$ cat config.mk
export PLATFORM = sky130hd
export DESIGN_NAME = cam_slot_ctrl
export DESIGN_NICKNAME = d
export VERILOG_FILES = /design/src/rtl/cam_pkg.sv /design/src/rtl/cam_slot_reset.sv /design/src/rtl/cam_access_seq.sv /design/src/rtl/cam_regs.sv /design/src/rtl/cam_slot_ctrl.sv
export SDC_FILE = /design/constraint.sdc
export NUM_CORES = 1
export LEC_CHECK = 0
export BUFFER_PORTS_ARGS = -buffer_cell sky130_fd_sc_hd__buf_2
export CAP_MARGIN = 20
export CORE_ASPECT_RATIO = 1.4
export CORE_UTILIZATION = 24
export CTS_CLUSTER_DIAMETER = 120
export DETAILED_ROUTE_END_ITERATION = 10
export PLACE_DENSITY = 0.52
export SLEW_MARGIN = 30
export SYNTH_ARGS = -nofsm -noshare
export SYNTH_HDL_FRONTEND = slang
export SYNTH_HIERARCHICAL = 1
export SYNTH_SLANG_ARGS = --single-unit
$ cat constraint.sdc
create_clock -name clk_i -period 2.9 [get_ports clk_i]
set_input_delay 0.145 -clock clk_i [delete_from_list [all_inputs] [get_ports clk_i]]
set_output_delay 0.145 -clock clk_i [all_outputs]
set_load 0.02 [all_outputs]
$ cat src/rtl/cam_pkg.sv
package cam_pkg;
  localparam int REG_AW = 3;

  localparam logic [REG_AW-1:0] OFS_ADDR_LO = 3'd0;
  localparam logic [REG_AW-1:0] OFS_ADDR_HI = 3'd1;
  localparam logic [REG_AW-1:0] OFS_DATA    = 3'd2;
  localparam logic [REG_AW-1:0] OFS_CTRL    = 3'd3;
  localparam logic [REG_AW-1:0] OFS_CTRL2   = 3'd4;
  localparam logic [REG_AW-1:0] OFS_IRQ     = 3'd5;

  // bus-control bit positions
  localparam int B_SLOT   = 7;
  localparam int B_SPACE  = 6;
  localparam int B_RST0   = 5;
  localparam int B_RST1   = 4;
  localparam int B_TS0    = 3;
  localparam int B_TS1    = 2;
  localparam int B_CD0    = 1;
  localparam int B_CD1    = 0;
  // second control register
  localparam int B_TUN1   = 3;
  localparam int B_TUN2   = 2;

  localparam int CAM_AW   = 14;
  localparam int NSLOT    = 2;

  typedef enum logic [1:0] {
    ACC_IDLE,
    ACC_SETUP,
    ACC_STROBE,
    ACC_HOLD
  } acc_state_e;

  typedef enum logic [1:0] {
    RS_IDLE,
    RS_PULSE,
    RS_WAIT
  } rst_state_e;
endpackage

$ cat src/rtl/cam_slot_reset.sv
module cam_slot_reset #(
  parameter int RST_CYC = 16
) (
  input  logic clk_i,
  input  logic rst_ni,
  input  logic start_i,
  input  logic ready_i,
  output logic busy_o,
  output logic cam_rst_o
);
  import cam_pkg::*;

  localparam int CW = $clog2(RST_CYC + 1);

  rst_state_e       state_q;
  logic [CW-1:0]    cnt_q;

  always_ff @(posedge clk_i or negedge rst_ni) begin
    if (!rst_ni) begin
      state_q <= RS_IDLE;
      cnt_q   <= '0;
    end else begin
      unique case (state_q)
        RS_IDLE: if (start_i) begin
          state_q <= RS_PULSE;
          cnt_q   <= CW'(RST_CYC - 1);
        end
        RS_PULSE: begin
          if (cnt_q == '0) state_q <= RS_WAIT;
          else             cnt_q   <= cnt_q - 1'b1;
        end
        RS_WAIT: if (ready_i) state_q <= RS_IDLE;
        default: state_q <= RS_IDLE;
      endcase
    end
  end

  assign busy_o    = (state_q != RS_IDLE);
  assign cam_rst_o = (state_q == RS_PULSE);
endmodule

$ cat src/rtl/cam_access_seq.sv
module cam_access_seq #(
  parameter int SETUP_CYC  = 2,
  parameter int STROBE_CYC = 3,
  parameter int HOLD_CYC   = 1
) (
  input  logic                       clk_i,
  input  logic                       rst_ni,
  input  logic                       start_i,
  input  logic                       we_i,
  input  logic                       slot_i,
  input  logic                       space_i,
  input  logic [cam_pkg::CAM_AW-1:0] addr_i,
  input  logic [7:0]                 wdata_i,
  input  logic [cam_pkg::NSLOT-1:0]  present_i,
  input  logic [8*cam_pkg::NSLOT-1:0] cam_rdata_i,
  output logic                       busy_o,
  output logic                       done_o,
  output logic [7:0]                 rdata_o,
  output logic [cam_pkg::CAM_AW-1:0] cam_addr_o,
  output logic                       cam_space_o,
  output logic [cam_pkg::NSLOT-1:0]  cam_cs_o,
  output logic                       cam_we_o,
  output logic                       cam_oe_o,
  output logic [7:0]                 cam_wdata_o
);
  import cam_pkg::*;

  localparam int MAXC = (SETUP_CYC > STROBE_CYC)
                        ? ((SETUP_CYC > HOLD_CYC) ? SETUP_CYC : HOLD_CYC)
                        : ((STROBE_CYC > HOLD_CYC) ? STROBE_CYC : HOLD_CYC);
  localparam int CW   = $clog2(MAXC + 1);

  acc_state_e          state_q;
  logic [CW-1:0]       cnt_q;
  logic                we_q, slot_q, space_q, hit_q, done_q;
  logic [CAM_AW-1:0]   addr_q;
  logic [7:0]          wdata_q, rdata_q;
  logic                last;

  assign last = (cnt_q == '0);

  always_ff @(posedge clk_i or negedge rst_ni) begin
    if (!rst_ni) begin
      state_q <= ACC_IDLE;
      cnt_q   <= '0;
      we_q    <= 1'b0;
      slot_q  <= 1'b0;
      space_q <= 1'b0;
      hit_q   <= 1'b0;
      addr_q  <= '0;
      wdata_q <= '0;
      rdata_q <= '0;
      done_q  <= 1'b0;
    end else begin
      done_q <= 1'b0;
      unique case (state_q)
        ACC_IDLE: if (start_i) begin
          state_q <= ACC_SETUP;
          cnt_q   <= CW'(SETUP_CYC - 1);
          we_q    <= we_i;
          slot_q  <= slot_i;
          space_q <= space_i;
          hit_q   <= present_i[slot_i];
          addr_q  <= addr_i;
          wdata_q <= wdata_i;
        end
        ACC_SETUP: begin
          if (last) begin
            state_q <= ACC_STROBE;
            cnt_q   <= CW'(STROBE_CYC - 1);
          end else cnt_q <= cnt_q - 1'b1;
        end
        ACC_STROBE: begin
          if (last) begin
            state_q <= ACC_HOLD;
            cnt_q   <= CW'(HOLD_CYC - 1);
            if (!we_q)
              rdata_q <= hit_q ? cam_rdata_i[{slot_q, 3'b000} +: 8] : 8'hFF;
          end else cnt_q <= cnt_q - 1'b1;
        end
        ACC_HOLD: begin
          if (last) begin
            state_q <= ACC_IDLE;
            done_q  <= 1'b1;
          end else cnt_q <= cnt_q - 1'b1;
        end
        default: state_q <= ACC_IDLE;
      endcase
    end
  end

  logic active, strobe;
  assign active = (state_q != ACC_IDLE) && hit_q;
  assign strobe = (state_q == ACC_STROBE) && hit_q;

  for (genvar s = 0; s < NSLOT; s++) begin : g_cs
    assign cam_cs_o[s] = active && (slot_q == s[0]);
  end

  assign busy_o      = (state_q != ACC_IDLE);
  assign done_o      = done_q;
  assign rdata_o     = rdata_q;
  assign cam_addr_o  = addr_q;
  assign cam_space_o = space_q;
  assign cam_we_o    = strobe && we_q;
  assign cam_oe_o    = strobe && !we_q;
  assign cam_wdata_o = wdata_q;
endmodule

$ cat src/rtl/cam_regs.sv
module cam_regs (
  input  logic                       clk_i,
  input  logic                       rst_ni,
  input  logic                       req_i,
  input  logic                       we_i,
  input  logic [cam_pkg::REG_AW-1:0] addr_i,
  input  logic [7:0]                 wdata_i,
  input  logic                       acc_busy_i,
  input  logic [cam_pkg::NSLOT-1:0]  cd_ni,
  input  logic [cam_pkg::NSLOT-1:0]  rst_busy_i,
  output logic                       ack_o,
  output logic [7:0]                 rdata_o,
  output logic                       acc_start_o,
  output logic                       acc_slot_o,
  output logic                       acc_space_o,
  output logic [cam_pkg::CAM_AW-1:0] acc_addr_o,
  output logic [cam_pkg::NSLOT-1:0]  present_o,
  output logic [cam_pkg::NSLOT-1:0]  rst_start_o,
  output logic [cam_pkg::NSLOT-1:0]  ts_en_o,
  output logic [cam_pkg::NSLOT-1:0]  tuner_rst_no,
  output logic                       irq_o
);
  import cam_pkg::*;

  logic [6:0]       addr_lo_q, addr_hi_q;
  logic             slot_q, space_q;
  logic [NSLOT-1:0] ts_q, tun_q;
  logic [NSLOT-1:0] cd_a_q, cd_b_q;
  logic             pend_q, ack_q;
  logic [7:0]       rdata_q, rd_mux, ctrl_rd;
  logic             take, wr, rd, cd_chg;

  assign take   = req_i && !acc_busy_i;
  assign wr     = take && we_i;
  assign rd     = take && !we_i;
  assign cd_chg = |(cd_a_q ^ cd_b_q);

  assign ctrl_rd = {slot_q, space_q, rst_busy_i[0], rst_busy_i[1],
                    ts_q[0], ts_q[1], cd_b_q[0], cd_b_q[1]};

  always_comb begin
    unique case (addr_i)
      OFS_ADDR_LO: rd_mux = {addr_lo_q, 1'b0};
      OFS_ADDR_HI: rd_mux = {1'b0, addr_hi_q};
      OFS_CTRL:    rd_mux = ctrl_rd;
      OFS_CTRL2:   rd_mux = {4'b0, tun_q[0], tun_q[1], 2'b0};
      OFS_IRQ:     rd_mux = {7'b0, pend_q};
      default:     rd_mux = 8'h00;
    endcase
  end

  always_ff @(posedge clk_i or negedge rst_ni) begin
    if (!rst_ni) begin
      addr_lo_q <= '0;
      addr_hi_q <= '0;
      slot_q    <= 1'b0;
      space_q   <= 1'b0;
      ts_q      <= '0;
      tun_q     <= '0;
      cd_a_q    <= '1;
      cd_b_q    <= '1;
      pend_q    <= 1'b0;
      ack_q     <= 1'b0;
      rdata_q   <= '0;
    end else begin
      cd_a_q <= cd_ni;
      cd_b_q <= cd_a_q;
      ack_q  <= take && (addr_i != OFS_DATA);
      if (rd) rdata_q <= rd_mux;
      if (cd_chg)                        pend_q <= 1'b1;
      else if (rd && addr_i == OFS_IRQ)  pend_q <= 1'b0;
      if (wr) begin
        unique case (addr_i)
          OFS_ADDR_LO: addr_lo_q <= wdata_i[7:1];
          OFS_ADDR_HI: addr_hi_q <= wdata_i[6:0];
          OFS_CTRL: begin
            slot_q  <= wdata_i[B_SLOT];
            space_q <= wdata_i[B_SPACE];
            ts_q    <= {wdata_i[B_TS1], wdata_i[B_TS0]};
          end
          OFS_CTRL2: tun_q <= {wdata_i[B_TUN2], wdata_i[B_TUN1]};
          default: ;
        endcase
      end
    end
  end

  assign ack_o        = ack_q;
  assign rdata_o      = rdata_q;
  assign acc_start_o  = take && (addr_i == OFS_DATA);
  assign acc_slot_o   = slot_q;
  assign acc_space_o  = space_q;
  assign acc_addr_o   = {addr_hi_q, addr_lo_q};
  assign present_o    = ~cd_b_q;
  assign rst_start_o  = {2{wr && addr_i == OFS_CTRL}} &
                        {wdata_i[B_RST1], wdata_i[B_RST0]};
  assign ts_en_o      = ts_q;
  assign tuner_rst_no = tun_q;
  assign irq_o        = pend_q;
endmodule

$ cat src/rtl/cam_slot_ctrl.sv
module cam_slot_ctrl #(
  parameter int SETUP_CYC  = 2,
  parameter int STROBE_CYC = 3,
  parameter int HOLD_CYC   = 1,
  parameter int RST_CYC    = 16
) (
  input  logic        clk_i,
  input  logic        rst_ni,
  input  logic        reg_req_i,
  input  logic        reg_we_i,
  input  logic [2:0]  reg_addr_i,
  input  logic [7:0]  reg_wdata_i,
  output logic        reg_ack_o,
  output logic [7:0]  reg_rdata_o,
  output logic        irq_o,
  output logic [13:0] cam_addr_o,
  output logic        cam_space_o,
  output logic [1:0]  cam_cs_o,
  output logic        cam_we_o,
  output logic        cam_oe_o,
  output logic [7:0]  cam_wdata_o,
  input  logic [15:0] cam_rdata_i,
  input  logic [1:0]  cam_cd_ni,
  input  logic [1:0]  cam_ready_i,
  output logic [1:0]  cam_rst_o,
  output logic [1:0]  ts_en_o,
  output logic [1:0]  tuner_rst_no
);
  import cam_pkg::*;

  logic              acc_busy, acc_done, acc_start, acc_slot, acc_space;
  logic [7:0]        acc_rdata, regs_rdata;
  logic [CAM_AW-1:0] acc_addr;
  logic [NSLOT-1:0]  present, rst_start, rst_busy;
  logic              regs_ack;

  cam_regs u_regs (
    .clk_i        (clk_i),
    .rst_ni       (rst_ni),
    .req_i        (reg_req_i),
    .we_i         (reg_we_i),
    .addr_i       (reg_addr_i),
    .wdata_i      (reg_wdata_i),
    .acc_busy_i   (acc_busy),
    .cd_ni        (cam_cd_ni),
    .rst_busy_i   (rst_busy),
    .ack_o        (regs_ack),
    .rdata_o      (regs_rdata),
    .acc_start_o  (acc_start),
    .acc_slot_o   (acc_slot),
    .acc_space_o  (acc_space),
    .acc_addr_o   (acc_addr),
    .present_o    (present),
    .rst_start_o  (rst_start),
    .ts_en_o      (ts_en_o),
    .tuner_rst_no (tuner_rst_no),
    .irq_o        (irq_o)
  );

  cam_access_seq #(
    .SETUP_CYC  (SETUP_CYC),
    .STROBE_CYC (STROBE_CYC),
    .HOLD_CYC   (HOLD_CYC)
  ) u_seq (
    .clk_i       (clk_i),
    .rst_ni      (rst_ni),
    .start_i     (acc_start),
    .we_i        (reg_we_i),
    .slot_i      (acc_slot),
    .space_i     (acc_space),
    .addr_i      (acc_addr),
    .wdata_i     (reg_wdata_i),
    .present_i   (present),
    .cam_rdata_i (cam_rdata_i),
    .busy_o      (acc_busy),
    .done_o      (acc_done),
    .rdata_o     (acc_rdata),
    .cam_addr_o  (cam_addr_o),
    .cam_space_o (cam_space_o),
    .cam_cs_o    (cam_cs_o),
    .cam_we_o    (cam_we_o),
    .cam_oe_o    (cam_oe_o),
    .cam_wdata_o (cam_wdata_o)
  );

  for (genvar s = 0; s < NSLOT; s++) begin : g_rst
    cam_slot_reset #(.RST_CYC(RST_CYC)) u_rst (
      .clk_i     (clk_i),
      .rst_ni    (rst_ni),
      .start_i   (rst_start[s]),
      .ready_i   (cam_ready_i[s]),
      .busy_o    (rst_busy[s]),
      .cam_rst_o (cam_rst_o[s])
    );
  end

  assign reg_ack_o   = regs_ack | acc_done;
  assign reg_rdata_o = acc_done ? acc_rdata : regs_rdata;
endmodule

==> out/metrics.csv <==
stage,metric,value,unit
clock_tree,"Reg clk slew, reported paths",0.06,ns
layout,area delta synth->final,20.4,%
job,MaxCap Viol Count,0,
grt,first-pass GRT wire length,16.2,mm
power,Sw Share,0.348,
synthesis,Syn Inst Count,343,
setup_path,WP data required,3.14,ns
power,P_int,2.98,mW
setup_path,Crit. End Element,register,
clock_tree,CTS Root Cell,clkbuf_16,
clock_tree,Clock H-tree levels,3,
outcome,status,"finished, final reports clean",
power,Clk pwr share,0.237,
setup_path,"slowest stage delay, CP",0.40,ns
timing,f_max,0.454,GHz
power,Leak,2.56,nW
synthesis,register area share after synthesis,0.500,
synthesis,number of synthesis warnings,6,
timing,relative slew slack,0.457,
grt,pin count of the biggest net entering global routing,88,
route,DR iter-0 viols,102,
floorplanning,die area,18700,um2
floorplanning,Rows,58,
grt,antenna violations before repair,1,
route,via count,2929,
timing,final total negative setup slack,0,ns
setup_path,CP arrival,2.44,ns
synthesis,post-synthesis register bit count,87,
setup_path,CP top delay family,simple AND/OR/NAND/NOR gates,
synthesis,Post-synth EDFFs,0,
floorplanning,area of the core,17900,um2
layout,FILL cells,1881,
timing,RSZ-0062 raised after global routing,no,
place,Area after DPL,4940,um2
clock_tree,post-CTS setup buffer count,0,
synthesis,average size of a mapped cell,12.7,um2
clock_tree,clk sinks,87,
floorplanning,I/O pin cnt,78,
timing,Final Max Slew Viols,0,
synthesis,Async SR Flop Fraction,1.00,
place,placed cells,647,
route,post-detailed-route count of antenna-violating nets,0,
place,RD Place Congestion,0.759,
floorplanning,chip height,161,um
place,DP Wirelength,7.31,mm
min_path,Min-Delay Path Class,input port to register,
place,DP Worst Slack,0.692,ns
setup_path,CP Cell Sequence,inv_1 > ha_1 > inv_1 > nand2b_1 > nor3_2 > buf_4 > and2_1 > nor2b_1 > a21oi_1 > o21a_1,
timing,final setup margin,0.697,ns
synthesis,Synth cell types,54,
route,routed length per instance,15.2,um
floorplanning,Initial Util,0.244,
route,DR pass1 iterations,4,
power,Power per Cell Area,872,nW/um2
setup_path,Crit Path Class,register to register,
layout,final net count,467,
layout,layout cells sized above 1,0.420,
layout,"Design Area, Final",5250,um2
power,share of power burned in registers,0.412,
power,VDD IR max,0.258,mV
timing,worst slew pin tran,0.815,ns
timing,fin crit share,0.760,
route,# DRC,0,
layout,most frequent cells in the layout,"dfrtp_1 (83), buf_2 (76), mux2_2 (34)",
setup_path,"most used cell, CP",inv_1,
route,final wirelength,10.2,mm
setup_path,Bufs and invs on worst path,3,
clock_tree,CTS tree,yes,
clock_tree,worst skew pair latency,0.35,ns
layout,Final Util,0.294,
setup_path,CP max-delay cell,dfrtp_1,
grt,GRT Util Overall,0.114,
timing,clock skew,0.0113,ns
timing,Period minus WS final,2.20,ns
place,input/output buffers,77,
power,Logic pwr share,0.351,
synthesis,Synth Cell Area,4360,um2
synthesis,Post-Syn Nets,389,
power,NetSw,1.59,mW
layout,"commonest non-fill, non-tap cell in the layout",dfrtp_1,
clock_tree,TritonCTS Buffers,9,
clock_tree,Bufs on Longest Clock Path,2,
grt,GRT overflow,0,
synthesis,ys flop type,dfrtp_1,
timing,Final Hold Fails,0,
route,vias per cell,4.40,
grt,vias in the first global route,3036,
layout,final std cells w/o fill,666,
setup_path,startpoint types,register,
layout,# diodes,0,
setup_path,crit path max fanout,6,
timing,final setup violation count,0,
floorplanning,Die X,116,um
[kinds of logic after synthesis]
kind of cell / Yosys count / synth area share
and+or+nand+nor: 83 / 0.121
xor gates and xnor gates: 2 / 0.00402
muxes: 71 / 0.204
AOI/OAI and AO/OA: 60 / 0.0999
DFF: 87 / 0.500
adders and majority gates: 11 / 0.0316
buffers and inverters: 29 / 0.0399
[path summary, 6_finish.rpt]
check                            startpoint                 endpoint  slack [ns]  cells after the start
max in group asynchronous            rst_ni         u_seq/rdata_o[4]        1.90                      2
min in group asynchronous            rst_ni           u_seq/cnt_q[1]        0.42                      2
hold / removal               reg_wdata_i[0]     u_seq/cam_wdata_o[0]        0.06                      2
setup / recovery           u_seq/state_q[0]  g_rst[0].u_rst/cnt_q[4]        0.70                     10
setup reg to reg           u_seq/state_q[0]  g_rst[0].u_rst/cnt_q[4]        0.70                     10
hold reg to reg            u_regs/cd_a_q[0]         u_regs/cd_b_q[0]        0.38                      0
[what timing repair did]
| item | in CTS | in global routing |
|---|---|---|
| resized for setup | 0 | 0 |
| endpoints found under the hold margin | 85 | 0 |
| hold buffers | 3 | 0 |
[synthesized netlist by cell type, drive strengths merged, types with 2 or more instances]
| cell type | instances | share of area |
|---|---|---|
| dfrtp | 83 | 0.48 |
| mux2 | 61 | 0.18 |
| nand2 | 20 | 0.021 |
| nor2 | 19 | 0.016 |
| a31oi | 16 | 0.023 |
| inv | 15 | 0.013 |
| buf | 12 | 0.025 |
| ha | 11 | 0.032 |
| mux2i | 10 | 0.023 |
| a21oi | 9 | 0.010 |
| a22o | 8 | 0.016 |
| nor2b | 6 | 0.0086 |
| o21ai | 6 | 0.0069 |
| and3 | 5 | 0.0098 |
| and2 | 4 | 0.0057 |
| dfstp | 4 | 0.024 |
| nand3b | 4 | 0.0069 |
| o2bb2ai | 4 | 0.0080 |
| nand2b | 3 | 0.0043 |
| nor3 | 3 | 0.0046 |
| or2 | 3 | 0.0043 |
| a311oi | 2 | 0.0069 |
| a32oi | 2 | 0.0040 |
| and2b | 2 | 0.0040 |
| and3b | 2 | 0.0040 |
| clkbuf | 2 | 0.0017 |
| nand3 | 2 | 0.0052 |
| nor3b | 2 | 0.0034 |
| nor4b | 2 | 0.0069 |
| o21a | 2 | 0.0034 |
| o21ba | 2 | 0.0046 |
| o22ai | 2 | 0.0029 |
| o31ai | 2 | 0.0034 |
| or4b | 2 | 0.0063 |
| xnor2 | 2 | 0.0040 |
[routing by layer]
metal / global-route usage / vias up / wire (um)
met5: 0 / - / 10
met2: 0.180 / 62 / 4910
met3: 0.0417 / 13 / 675
li1: - / 1394 / -
met4: 0.0385 / 2 / 115
met1: 0.143 / 1458 / 4440
[power groups by stage]
stage | Combinational [mW] | Clock (mW) | Sequential [mW]
floorplan | 1.21 | 0 | 1.87
global placement | 1.59 | 0 | 1.90
detailed placement | 1.63 | 0 | 1.91
CTS | 1.64 | 1.13 | 1.89
global route | 1.77 | 1.17 | 1.94
finish | 1.61 | 1.08 | 1.89
[final cells by class]
| cell class | instances | area [um2] | area share |
|---|---|---|---|
| clock buffers | 13 | 260 | 0.0496 |
| inverters | 15 | 56.3 | 0.0107 |
| flip-flops and latches | 87 | 2180 | 0.416 |
| clock inverters | 3 | 17.5 | 0.00334 |
| multi-input cells | 227 | 2000 | 0.382 |
| well taps | 240 | 300 | 0.0572 |
| repair buffers | 81 | 429 | 0.0817 |
[state kept, by name, indices dropped and copies added, names as in the netlist, 2 cells and up]
name and cells:
g_rst.u_rst/cnt_q 10, g_rst.u_rst/state_q 4, u_regs/addr_hi_q 7, u_regs/addr_lo_q 7, u_regs/cd_a_q 2, u_regs/cd_b_q 2, u_regs/rdata_o 8, u_regs/ts_en_o 2
u_regs/tuner_rst_no 2, u_seq/cam_addr_o 14, u_seq/cam_wdata_o 8, u_seq/cnt_q 2, u_seq/rdata_o 8, u_seq/state_q 2
[stage by stage]
step / hold slack, ns / power, mW
after floorplan: -0.151 / 3.08
after global placement: 0.253 / 3.49
after detailed placement: 0.253 / 3.54
after CTS: 0.0512 / 4.66
after global routing: 0.0640 / 4.89
final: 0.0596 / 4.58
No activity file was read; power rests on OpenSTA's default activity.
